===== config.mk =====
export PLATFORM = sky130hd
export DESIGN_NAME = bulk_out_rx
export DESIGN_NICKNAME = d
export VERILOG_FILES = /design/src/rtl/bo_rx_pkg.sv /design/src/rtl/bo_rx_pkt_ctl.sv /design/src/rtl/bo_rx_buffers.sv /design/src/rtl/bo_rx_csr.sv /design/src/rtl/bulk_out_rx.sv
export SDC_FILE = /design/constraint.sdc
export NUM_CORES = 1
export LEC_CHECK = 0
export BUFFER_PORTS_ARGS = -buffer_cell sky130_fd_sc_hd__buf_2
export CAP_MARGIN = 10
export CORE_MARGIN = 2
export CORE_UTILIZATION = 58
export DETAILED_ROUTE_END_ITERATION = 10
export GPL_TIMING_DRIVEN = 0
export PLACE_DENSITY = 0.75
export SLEW_MARGIN = 30
export SYNTH_ARGS = -nofsm -noshare
export SYNTH_HDL_FRONTEND = slang
export SYNTH_SLANG_ARGS = --single-unit
export TNS_END_PERCENT = 20

===== constraint.sdc =====
create_clock -name clk -period 5.94 [get_ports clk]
set_input_delay 1.485 -clock clk [delete_from_list [all_inputs] [get_ports clk]]
set_output_delay 1.485 -clock clk [all_outputs]
set_load 0.02 [all_outputs]

===== src/rtl/bo_rx_pkg.sv =====
package bo_rx_pkg;

    typedef enum logic [1:0] {
        HS_NONE  = 2'd0,
        HS_ACK   = 2'd1,
        HS_NAK   = 2'd2,
        HS_STALL = 2'd3
    } hs_e;

    typedef enum logic [1:0] {
        PM_IDLE,
        PM_STORE,
        PM_NAK,
        PM_STALL
    } pmode_e;

    // Low byte of the control/status word, most significant field first.
    typedef struct packed {
        logic short_pkt;
        logic not_empty;
        logic force_stall;
        logic stall_sent;
        logic dma_mode;
        logic rsvd;
        logic pkt_done;
        logic service;
    } csr_view_t;

    localparam int WB_PKT_DONE   = 1;
    localparam int WB_DMA_MODE   = 3;
    localparam int WB_STALL_SENT = 4;
    localparam int WB_FORCE      = 5;

    function automatic hs_e mode_to_hs(pmode_e m);
        case (m)
            PM_STORE: return HS_ACK;
            PM_NAK:   return HS_NAK;
            PM_STALL: return HS_STALL;
            default:  return HS_NONE;
        endcase
    endfunction

endpackage


===== src/rtl/bo_rx_pkt_ctl.sv =====
module bo_rx_pkt_ctl
    import bo_rx_pkg::*;
#(
    parameter int MAX_PKT = 64,
    parameter int AW      = $clog2(MAX_PKT),
    parameter int CNT_W   = $clog2(MAX_PKT + 1)
) (
    input  logic             clk,
    input  logic             rst,
    input  logic             sop,
    input  logic             byte_v,
    input  logic             eop,
    input  logic             good,
    input  logic             force_stall,
    input  logic             bufs_full,
    output logic             wr_en,
    output logic [AW-1:0]    wr_addr,
    output logic             commit,
    output logic [CNT_W-1:0] commit_len,
    output logic             stall_sent,
    output logic             hs_valid,
    output hs_e              hs_code
);

    pmode_e           mode_q;
    logic [CNT_W-1:0] cnt_q;
    logic             room;
    logic             answer;

    assign room       = cnt_q < CNT_W'(MAX_PKT);
    assign wr_en      = byte_v && (mode_q == PM_STORE) && room;
    assign wr_addr    = cnt_q[AW-1:0];
    assign answer     = eop && good && (mode_q != PM_IDLE);
    assign commit     = answer && (mode_q == PM_STORE);
    assign commit_len = cnt_q;
    assign stall_sent = answer && (mode_q == PM_STALL);

    always_ff @(posedge clk) begin
        if (rst) begin
            mode_q   <= PM_IDLE;
            cnt_q    <= '0;
            hs_valid <= 1'b0;
            hs_code  <= HS_NONE;
        end else begin
            hs_valid <= answer;
            hs_code  <= answer ? mode_to_hs(mode_q) : HS_NONE;
            if (sop) begin
                cnt_q  <= '0;
                mode_q <= force_stall ? PM_STALL : (bufs_full ? PM_NAK : PM_STORE);
            end else begin
                if (wr_en) cnt_q <= cnt_q + CNT_W'(1);
                if (eop) mode_q <= PM_IDLE;
            end
        end
    end

endmodule


===== src/rtl/bo_rx_buffers.sv =====
module bo_rx_buffers #(
    parameter int MAX_PKT = 64,
    parameter int AW      = $clog2(MAX_PKT),
    parameter int CNT_W   = $clog2(MAX_PKT + 1),
    parameter int BL_W    = $clog2(2 * MAX_PKT + 1)
) (
    input  logic             clk,
    input  logic             rst,
    input  logic             wr_en,
    input  logic [AW-1:0]    wr_addr,
    input  logic [7:0]       wr_data,
    input  logic             commit,
    input  logic [CNT_W-1:0] commit_len,
    input  logic             rd_en,
    output logic [7:0]       rd_data,
    output logic             bufs_full,
    output logic             any_pkt,
    output logic [BL_W-1:0]  bytes_left
);

    logic [7:0]       mem [2][MAX_PKT];
    logic [CNT_W-1:0] len_q [2];
    logic [CNT_W-1:0] rem [2];
    logic [1:0]       vld_q;
    logic             head_q, tail_q;
    logic [AW-1:0]    rptr_q;
    logic             last_of_head;

    for (genvar b = 0; b < 2; b++) begin : g_buf
        assign rem[b] = vld_q[b]
            ? (len_q[b] - ((head_q == 1'(b)) ? CNT_W'(rptr_q) : '0))
            : '0;
    end

    assign bytes_left   = BL_W'(rem[0]) + BL_W'(rem[1]);
    assign bufs_full    = &vld_q;
    assign any_pkt      = |vld_q;
    assign rd_data      = mem[head_q][rptr_q];
    assign last_of_head = (len_q[head_q] == '0) ||
                          (CNT_W'(rptr_q) + CNT_W'(1) >= len_q[head_q]);

    always_ff @(posedge clk) begin
        if (wr_en) mem[tail_q][wr_addr] <= wr_data;
    end

    always_ff @(posedge clk) begin
        if (rst) begin
            vld_q  <= '0;
            head_q <= 1'b0;
            tail_q <= 1'b0;
            rptr_q <= '0;
            len_q  <= '{default: '0};
        end else begin
            if (commit) begin
                vld_q[tail_q] <= 1'b1;
                len_q[tail_q] <= commit_len;
                tail_q        <= ~tail_q;
            end
            if (rd_en && vld_q[head_q]) begin
                if (last_of_head) begin
                    vld_q[head_q] <= 1'b0;
                    head_q        <= ~head_q;
                    rptr_q        <= '0;
                end else begin
                    rptr_q <= rptr_q + AW'(1);
                end
            end
        end
    end

endmodule


===== src/rtl/bo_rx_csr.sv =====
module bo_rx_csr
    import bo_rx_pkg::*;
#(
    parameter int THRESH = 32,
    parameter int BL_W   = 8
) (
    input  logic            clk,
    input  logic            rst,
    input  logic            csr_wr,
    input  logic [31:0]     csr_wdata,
    input  logic            commit,
    input  logic            short_pkt,
    input  logic            stall_sent,
    input  logic            any_pkt,
    input  logic [BL_W-1:0] bytes_left,
    input  logic            irq_en,
    output logic [31:0]     csr_rdata,
    output logic            force_stall,
    output logic            irq
);

    logic      dma_q, sst_q, done_q, short_q;
    logic      done_clr, sst_clr;
    csr_view_t view;

    assign done_clr = csr_wr && csr_wdata[WB_PKT_DONE];
    assign sst_clr  = csr_wr && csr_wdata[WB_STALL_SENT];

    always_ff @(posedge clk) begin
        if (rst) begin
            force_stall <= 1'b0;
            dma_q       <= 1'b0;
            sst_q       <= 1'b0;
            done_q      <= 1'b0;
            short_q     <= 1'b0;
        end else begin
            if (csr_wr) begin
                force_stall <= csr_wdata[WB_FORCE];
                dma_q       <= csr_wdata[WB_DMA_MODE];
            end
            done_q <= commit || (done_q && !done_clr);
            sst_q  <= stall_sent || (sst_q && !sst_clr);
            if (commit && !done_q) short_q <= short_pkt;
            else if (done_clr && !commit) short_q <= 1'b0;
        end
    end

    always_comb begin
        view             = '0;
        view.short_pkt   = short_q;
        view.not_empty   = (bytes_left != '0);
        view.force_stall = force_stall;
        view.stall_sent  = sst_q;
        view.dma_mode    = dma_q;
        view.pkt_done    = done_q;
        view.service     = any_pkt;
    end

    assign csr_rdata = {24'd0, view};
    assign irq = irq_en && done_q && (!dma_q || (bytes_left < BL_W'(THRESH)));

endmodule


===== src/rtl/bulk_out_rx.sv =====
module bulk_out_rx
    import bo_rx_pkg::*;
#(
    parameter int MAX_PKT = 64
) (
    input  logic        clk,
    input  logic        rst,
    input  logic        pkt_sop,
    input  logic        pkt_byte_valid,
    input  logic [7:0]  pkt_byte,
    input  logic        pkt_eop,
    input  logic        pkt_good,
    output logic        hs_valid,
    output logic [1:0]  hs_code,
    input  logic        csr_wr,
    input  logic [31:0] csr_wdata,
    output logic [31:0] csr_rdata,
    input  logic        fifo_rd,
    output logic [7:0]  fifo_rdata,
    input  logic        rx_irq_en,
    output logic        rx_irq
);

    localparam int AW     = $clog2(MAX_PKT);
    localparam int CNT_W  = $clog2(MAX_PKT + 1);
    localparam int BL_W   = $clog2(2 * MAX_PKT + 1);
    localparam int THRESH = MAX_PKT / 2;

    logic             wr_en, commit, stall_sent, force_stall;
    logic             bufs_full, any_pkt;
    logic [AW-1:0]    wr_addr;
    logic [CNT_W-1:0] commit_len;
    logic [BL_W-1:0]  bytes_left;
    hs_e              hs_q;

    bo_rx_pkt_ctl #(.MAX_PKT(MAX_PKT), .AW(AW), .CNT_W(CNT_W)) u_pkt (
        .clk(clk), .rst(rst),
        .sop(pkt_sop), .byte_v(pkt_byte_valid), .eop(pkt_eop), .good(pkt_good),
        .force_stall(force_stall), .bufs_full(bufs_full),
        .wr_en(wr_en), .wr_addr(wr_addr),
        .commit(commit), .commit_len(commit_len), .stall_sent(stall_sent),
        .hs_valid(hs_valid), .hs_code(hs_q)
    );

    bo_rx_buffers #(.MAX_PKT(MAX_PKT), .AW(AW), .CNT_W(CNT_W), .BL_W(BL_W)) u_buf (
        .clk(clk), .rst(rst),
        .wr_en(wr_en), .wr_addr(wr_addr), .wr_data(pkt_byte),
        .commit(commit), .commit_len(commit_len),
        .rd_en(fifo_rd), .rd_data(fifo_rdata),
        .bufs_full(bufs_full), .any_pkt(any_pkt), .bytes_left(bytes_left)
    );

    bo_rx_csr #(.THRESH(THRESH), .BL_W(BL_W)) u_csr (
        .clk(clk), .rst(rst),
        .csr_wr(csr_wr), .csr_wdata(csr_wdata),
        .commit(commit), .short_pkt(commit_len < CNT_W'(MAX_PKT)),
        .stall_sent(stall_sent), .any_pkt(any_pkt), .bytes_left(bytes_left),
        .irq_en(rx_irq_en),
        .csr_rdata(csr_rdata), .force_stall(force_stall), .irq(rx_irq)
    );

    assign hs_code = hs_q;

endmodule


==> reports/qor.txt, run 1 <==
Area of combinational cells with multiple inputs = 10200 um2
Max-capacitance violation count = 0
Final period utilization = 101%
Vertical die dimension = 275 um
Clk buf depth = 3
Total number of vias = 21900
Pin count of the biggest net entering global routing = 93
Nets = 2337
Total area of sequential cells = 31600 um2
Run status = complete, but fails checks
Fillers = 4584
Distinct cell type count after synthesis = 50
TritonCTS clock tree = yes
Power per unit of standard cell area = 320 nW/um2
Setup Skew = 0.0247 ns
Main combinational cell family by area after synthesis = multiplexers
Die width = 275 um
Class of the tightest hold or removal check = flip-flop to flip-flop
CTS root buffer = sky130_fd_sc_hd__clkbuf_16
Most frequently used cell type in the post-synthesis netlist = sky130_fd_sc_hd__edfxtp_1
Worst-case headroom to the max-slew limit = 30.2%
Aggregate global-route resource usage = 28.8%
RSZ-0062 raised after global routing = true
Library cell with the largest summed area after synthesis = sky130_fd_sc_hd__edfxtp_1
First-pass iteration count of the detailed router = 6
Seq cells post-synth = 1066
CTS Buf Count = 104
Share of async-settable or async-resettable flops after synthesis = 0%
Most frequent cells after synthesis = sky130_fd_sc_hd__edfxtp_1 (1024), sky130_fd_sc_hd__mux4_2 (297), sky130_fd_sc_hd__nor2_1 (175), sky130_fd_sc_hd__clkbuf_1 (54), sky130_fd_sc_hd__mux2i_1 (54)
Initial antenna violation count = 5
Final-report max-slew violation count = 0
Area of all placed cells without fillers = 47900 um2
Detailed-route vias per instance = 6.65
Number of flops mapped to enable cells by yosys = 1024
Clock-pin slew on the worst setup and hold paths = 0.07 ns
Violations in the final reports = setup timing
Number of cells on the worst hold path = 1
Required time of the critical path = 4.45 ns
Share of synthesized area occupied by flip-flops and latches = 74.3%
Netlist area before placement = 42500 um2
Cells after Synth = 2077
Total die area = 75500 um2
Placer Congestion = 0.945
Primary flip-flop cell chosen by synthesis mapping = sky130_fd_sc_hd__edfxtp_1
Wire per inst = 32.3 um
Placed cells = 3107
Final Hold Violating Endpoints = 0
Number of input and output port buffers inserted = 38
Layout cells sized above 1 = 26.4%
Multiplexer fraction of the synthesized cell area = 17.1%
# setup viols final = 3
Vias in the first global route = 22100
Largest fanout on the critical path = 10
Crit. End Element = output pin
Area growth from synthesis to final layout = 12.7%
Post-route insts no fill = 3300
Residual DRC = 0
Fin crit period = 6.02 ns
Insertion delay to the later sink of the worst-skew pair = 0.68 ns
R2R cell count = 6
Worst hold slack after final layout = 0.514 ns
Worst setup path class = flip-flop to output pin
Worst-case setup margin in the final layout = -0.0825 ns
Lkg Pwr = 14.9 nW
Synthesized-area fraction occupied by ao, oa, aoi and oai cells = 1.80%
HPWL Detailed = 69.5 mm
Achievable Freq = 166 MHz
Most area-consuming cells after synthesis = sky130_fd_sc_hd__edfxtp_1 (72%), sky130_fd_sc_hd__mux4_2 (16%), sky130_fd_sc_hd__dfxtp_1 (2.0%), sky130_fd_sc_hd__nor2_1 (1.5%), sky130_fd_sc_hd__mux2i_1 (1.3%)
Initial Utilization = 58.4%
Io pins = 93
Adder-Cell Fraction of Synth Area = 1.02%
Number of sinks on the clock net = 1066
Synthesized area per cell = 20.5 um2
Initial DRC count = 3435
Worst IR drop on VDD = 0.272 mV
Slew at the pin closest to its max-slew limit = 1.04 ns
Final routed wirelength across all metal layers = 107 mm
Arrival time at the worst endpoint = 4.54 ns
Launching element type of the critical path = flip-flop
Area share of the largest cell type after synthesis = 72.3%
Placed instance area = 44300 um2
First-pass GRT wire length = 153 mm
Placeable core region = 72800 um2
Leftover overflow at the end of global routing = 0
Hold-fix buffers, CTS = 0
Number of nets with antenna violations after detailed routing = 0
Max H-tree Level = 3
Area share of xor/xnor cells in the synthesized design = 0.556%
Num rows = 99
Synth Area in Simple Gates = 3.22%
Number of synthesis warnings = 0
sequential cells by signal, indices dropped and copies added (netlist names), 2 cells and up, named ones only:
| name | count |
|---|---|
| u_buf.mem | 1024 |
| u_buf.len_q | 14 |
| u_pkt.commit_len | 7 |
| u_buf.rptr_q | 6 |
| u_buf.vld_q | 2 |
| u_pkt.hs_code | 2 |
| u_pkt.mode_q | 2 |
area by class of cell:
cell class	count	area share (%)
clock buffer	128	5.75
multi-input combinational	872	21.4
sequential	1066	65.9
buffer	142	1.84
clock inverter	63	1.47
timing repair buffer	50	0.997
tap	959	2.50
antenna	1	0.00522
inverter	19	0.149
final timing paths:
check,start,end,slack [ns]
max,u_buf.rptr_q[1],fifo_rdata[2],-0.08
min,u_csr.sst_q,u_csr.sst_q,0.51
max reg2reg,u_pkt.commit_len[6],u_buf.mem[0][321],2.18
min reg2reg,u_csr.sst_q,u_csr.sst_q,0.51
per-layer routing:
| layer | wire, um | GRT usage [%] | vias to the layer above |
|---|---|---|---|
| li1 | - | - | 8828 |
| met1 | 37700 | 37.4 | 11400 |
| met2 | 52600 | 47.3 | 1451 |
| met3 | 12200 | 8.19 | 248 |
| met4 | 4240 | 10.6 | 4 |
| met5 | 21 | 0 | - |
worst max-delay path, cell delays in order (launching register included):
cell and delay (ns):
sky130_fd_sc_hd__dfxtp_1 0.35, sky130_fd_sc_hd__clkbuf_4 0.22, sky130_fd_sc_hd__clkbuf_1 0.41, sky130_fd_sc_hd__clkbuf_1 0.77, sky130_fd_sc_hd__mux4_2 0.44, sky130_fd_sc_hd__mux4_2 0.53
sky130_fd_sc_hd__o211ai_1 0.49, sky130_fd_sc_hd__nand4_1 0.36, sky130_fd_sc_hd__buf_2 0.27
stage by stage:
stage | power (mW) | utilization [%] | setup WS, ns | TNS, ns
floorplan | 8.57 | - | 0.543 | 0
global placement | 8.75 | 60.4 | -0.804 | -1.31
detailed placement | 8.78 | 60.8 | -0.882 | -1.46
CTS | 15.4 | 65.7 | 0.00828 | 0
global route | 15.7 | 65.8 | -0.0194 | -0.0431
finish | 15.3 | 65.8 | -0.0825 | -0.161
cell usage in the layout, fill, tap and decap left out, types with 12 or more instances in the layout:
cell	Yosys	layout
sky130_fd_sc_hd__a21oi_1	31	29
sky130_fd_sc_hd__a22oi_1	30	30
sky130_fd_sc_hd__buf_2	21	48
sky130_fd_sc_hd__buf_4	49	55
sky130_fd_sc_hd__buf_6	4	14
sky130_fd_sc_hd__bufinv_16	0	14
sky130_fd_sc_hd__clkbuf_1	54	58
sky130_fd_sc_hd__clkbuf_16	0	105
sky130_fd_sc_hd__clkbuf_2	0	12
sky130_fd_sc_hd__clkinv_1	0	16
sky130_fd_sc_hd__clkinv_2	0	24
sky130_fd_sc_hd__conb_1	1	25
sky130_fd_sc_hd__dfxtp_1	42	41
sky130_fd_sc_hd__edfxtp_1	1024	1024
sky130_fd_sc_hd__ha_1	30	30
sky130_fd_sc_hd__inv_1	19	19
sky130_fd_sc_hd__mux2i_1	54	54
sky130_fd_sc_hd__mux4_2	297	297
sky130_fd_sc_hd__nand2_1	53	53
sky130_fd_sc_hd__nand3_1	13	13
sky130_fd_sc_hd__nor2_1	175	168
sky130_fd_sc_hd__nor2b_1	18	17
sky130_fd_sc_hd__o21ai_0	20	18
sky130_fd_sc_hd__xnor2_1	14	14
sky130_fd_sc_hd__xor2_1	13	13
logic make-up (layout without fill, tap and decap cells):
family / Yosys count / after routing
other: 1 / 26
adders and majority gates: 33 / 33
AOI/OAI and AO/OA: 119 / 119
DFF: 1066 / 1066
and+or+nand+nor: 312 / 312
muxes: 356 / 356
buffers and inverters: 163 / 402
xor gates and xnor gates: 27 / 27
timing repair:
action	in CTS	in global routing
setup buffers	1	2
gates resized for setup	37	18
pin swaps	1	1
setup endpoints to repair	5	7
report_power, final:
group	total (mW)	switching (mW)	internal [mW]
registers	8.24	0.00473	8.23
logic	0.389	0.261	0.128
clock network	6.71	2.80	3.91
(Power assumes the default switching activity.)
==> run 2: changes to the inputs <==
==> constraint.sdc (replaced) <==
create_clock -name clk -period 5.6 [get_ports clk]
set_input_delay 1.4 -clock clk [delete_from_list [all_inputs] [get_ports clk]]
set_output_delay 1.4 -clock clk [all_outputs]
set_load 0.02 [all_outputs]
==> run 2 against run 1 <==
  * The flow now finishes without violations
  * Global-route usage increased by 0.10 points
  * Register-to-register slack got worse by 0.41 ns
  * Total power rose by 6.0%
  * Largest cell class unchanged
==> reports/qor.txt, run 2 (synthesis gave the netlist of run 1 again) <==
Routed met2 length = 52.6 mm (about the same)
Core occupancy in the finished layout = 65.9% (+0.13 points)
Fillers = 4572 (-0.26%)
Number of input and output port buffers inserted = 38 (unchanged)
Area of combinational cells with multiple inputs = 10300 um2 (+0.37%)
TritonCTS clock tree = yes
Io pins = 93 (unchanged)
Insertion delay to the later sink of the worst-skew pair = 0.68 ns (about the same)
Number of sinks on the clock net = 1066 (unchanged)
Initial DRC count = 3350 (-2.5%)
Residual DRC = 0 (unchanged)
Lkg Pwr = 14.9 nW (+0.37%)
Final Hold Violating Endpoints = 0 (unchanged)
Most repeated library cell on the critical path = sky130_fd_sc_hd__mux4_2
Hold-fix buffers, CTS = 0 (unchanged)
Max H-tree Level = 3 (unchanged)
Wire per inst = 32.4 um (+0.24%)
Final-report max-slew violation count = 0 (unchanged)
Total number of vias = 22000 (+0.40%)
Arrival time at the worst endpoint = 4.14 ns (-0.40 ns)
Worst-case headroom to the max-slew limit = 33.4% (+3.2 points)
Wl on met1 = 37.7 mm (+0.12%)
Crit path max-delay family = buffers and inverters
Worst path buffer plus inverter count = 4 (unchanged)
Max stage delay on crit path = 0.71 ns (-0.06 ns)
Final routed wirelength across all metal layers = 107 mm (+0.27%)
Placer Congestion = 0.945 (unchanged)
Clock-pin slew on the worst setup and hold paths = 0.07 ns (about the same)
Detailed-route vias per instance = 6.67 (+0.37%)
Met3 routed wirelength = 12.2 mm (about the same)
Required time of the critical path = 4.20 ns (-0.25 ns)
Register with the most flip-flops = u_buf.mem
Setup Skew = 0.0309 ns (+0.00622 ns)
Initial Utilization = 58.4% (unchanged)
Area growth from synthesis to final layout = 12.9%
Slew at the pin closest to its max-slew limit = 0.999 ns (-0.0447 ns)
Achievable Freq = 181 MHz
Run status = complete, no violations
Placeable core region = 72800 um2 (unchanged)
Fin crit period = 5.54 ns
Flip-flop count of the largest register, all copies and words added = 1024 (unchanged)
Die width = 275 um (unchanged)
Nets = 2338 (+0.043%)
CTS Buf Count = 104 (unchanged)
Power per unit of standard cell area = 339 nW/um2 (+5.8%)
Worst setup path class = flip-flop to output pin
Clk buf depth = 3 (unchanged)
Crit. End Element = output pin
Largest fanout on the critical path = 10 (unchanged)
Leftover overflow at the end of global routing = 0 (unchanged)
Layout cells sized above 1 = 27.0% (+0.63 points)
Max stage delay cell, worst path = sky130_fd_sc_hd__buf_1
Final period utilization = 98.8%
Worst hold slack after final layout = 0.514 ns (-0.000316 ns)
Cell Chain, Critical Path = buf_6 -> buf_12 -> buf_1 -> mux4_2 -> mux4_2 -> a22oi_1 -> nand4_1 -> buf_2
Leading cell types in the layout, fill and taps excluded = sky130_fd_sc_hd__edfxtp_1 (1024), sky130_fd_sc_hd__mux4_2 (297), sky130_fd_sc_hd__nor2_1 (168)
Vias in the first global route = 22100 (+0.073%)
Total area of sequential cells = 31600 um2 (about the same)
Pin count of the biggest net entering global routing = 93 (unchanged)
Class of the tightest hold or removal check = flip-flop to flip-flop
HPWL Detailed = 69.5 mm (unchanged)
Launching element type of the critical path = flip-flop
CTS root buffer = sky130_fd_sc_hd__clkbuf_16
Num rows = 99 (unchanged)
First-pass iteration count of the detailed router = 8 (+2)
Vertical die dimension = 275 um (unchanged)
Total die area = 75500 um2 (unchanged)
Initial antenna violation count = 5 (unchanged)
# setup viols final = 0 (-3)
Aggregate global-route resource usage = 29.0% (+0.10 points)
Max-capacitance violation count = 0 (unchanged)
Worst IR drop on VDD = 0.288 mV (+5.9%)
Uppermost metal layer occupied by signal nets = met5
Number of nets with antenna violations after detailed routing = 0 (unchanged)
First-pass GRT wire length = 153 mm (+0.33%)
Leading cell type in the layout, fill and taps excluded = sky130_fd_sc_hd__edfxtp_1
run 2: what timing repair did:
action / 4_1_cts / 5_1_grt
endpoints found under the setup margin: 10 / 10
resized for setup: 63 / 29
pin swaps: 3 / 5
buffers inserted: 4 / 1
run 2: metal layers:
layer / GRT usage, % / up-vias
li1: - / 8817
met1: 37.5 / 11400
met2: 47.2 / 1481
met3: 8.36 / 276
met4: 10.9 / 4
met5: 0.376 / -
run 2: metrics by stage:
step | cells | setup WS [ns] | area, um2 | power [mW] | setup TNS (ns)
global placement | 3098 | -1.06 | 44000 | 9.29 | -1.82
detailed placement | 3107 | -1.14 | 44300 | 9.31 | -1.97
CTS | 3301 | 0.00275 | 48000 | 16.3 | 0
floorplan | 2101 | 0.288 | 42600 | 9.09 | 0
global route | 3300 | -0.000835 | 48000 | 16.6 | -0.000835
finish | 3301 | 0.0649 | 48000 | 16.3 | 0
run 2: cell type report:
class                   count  area share, %
clock buffers             128           5.74
inverters                  19          0.149
clock inverters            63           1.47
diodes                      1        0.00521
flip-flops and latches   1066           65.8
multi-input cells         872           21.4
repair buffers             52           1.05
well taps                 959           2.50
plain buffers             141           1.90
run 2: worst paths after layout:
kind	from	endpoint	slack (ns)	depth (start not counted)
worst max register to register	u_pkt.commit_len[6]	u_buf.mem[1][395]	1.77	6
worst max-delay path	u_buf.rptr_q[1]	fifo_rdata[6]	0.06	8
worst min-delay path	u_csr.sst_q	u_csr.sst_q	0.51	1
worst min register to register	u_csr.sst_q	u_csr.sst_q	0.51	1
run 2: power by group:
| group | switching [mW] | total, mW | internal [mW] |
|---|---|---|---|
| logic | 0.277 | 0.414 | 0.137 |
| registers | 0.00499 | 8.74 | 8.73 |
| clock network | 2.97 | 7.12 | 4.15 |
| total | 3.25 | 16.3 | 13.0 |
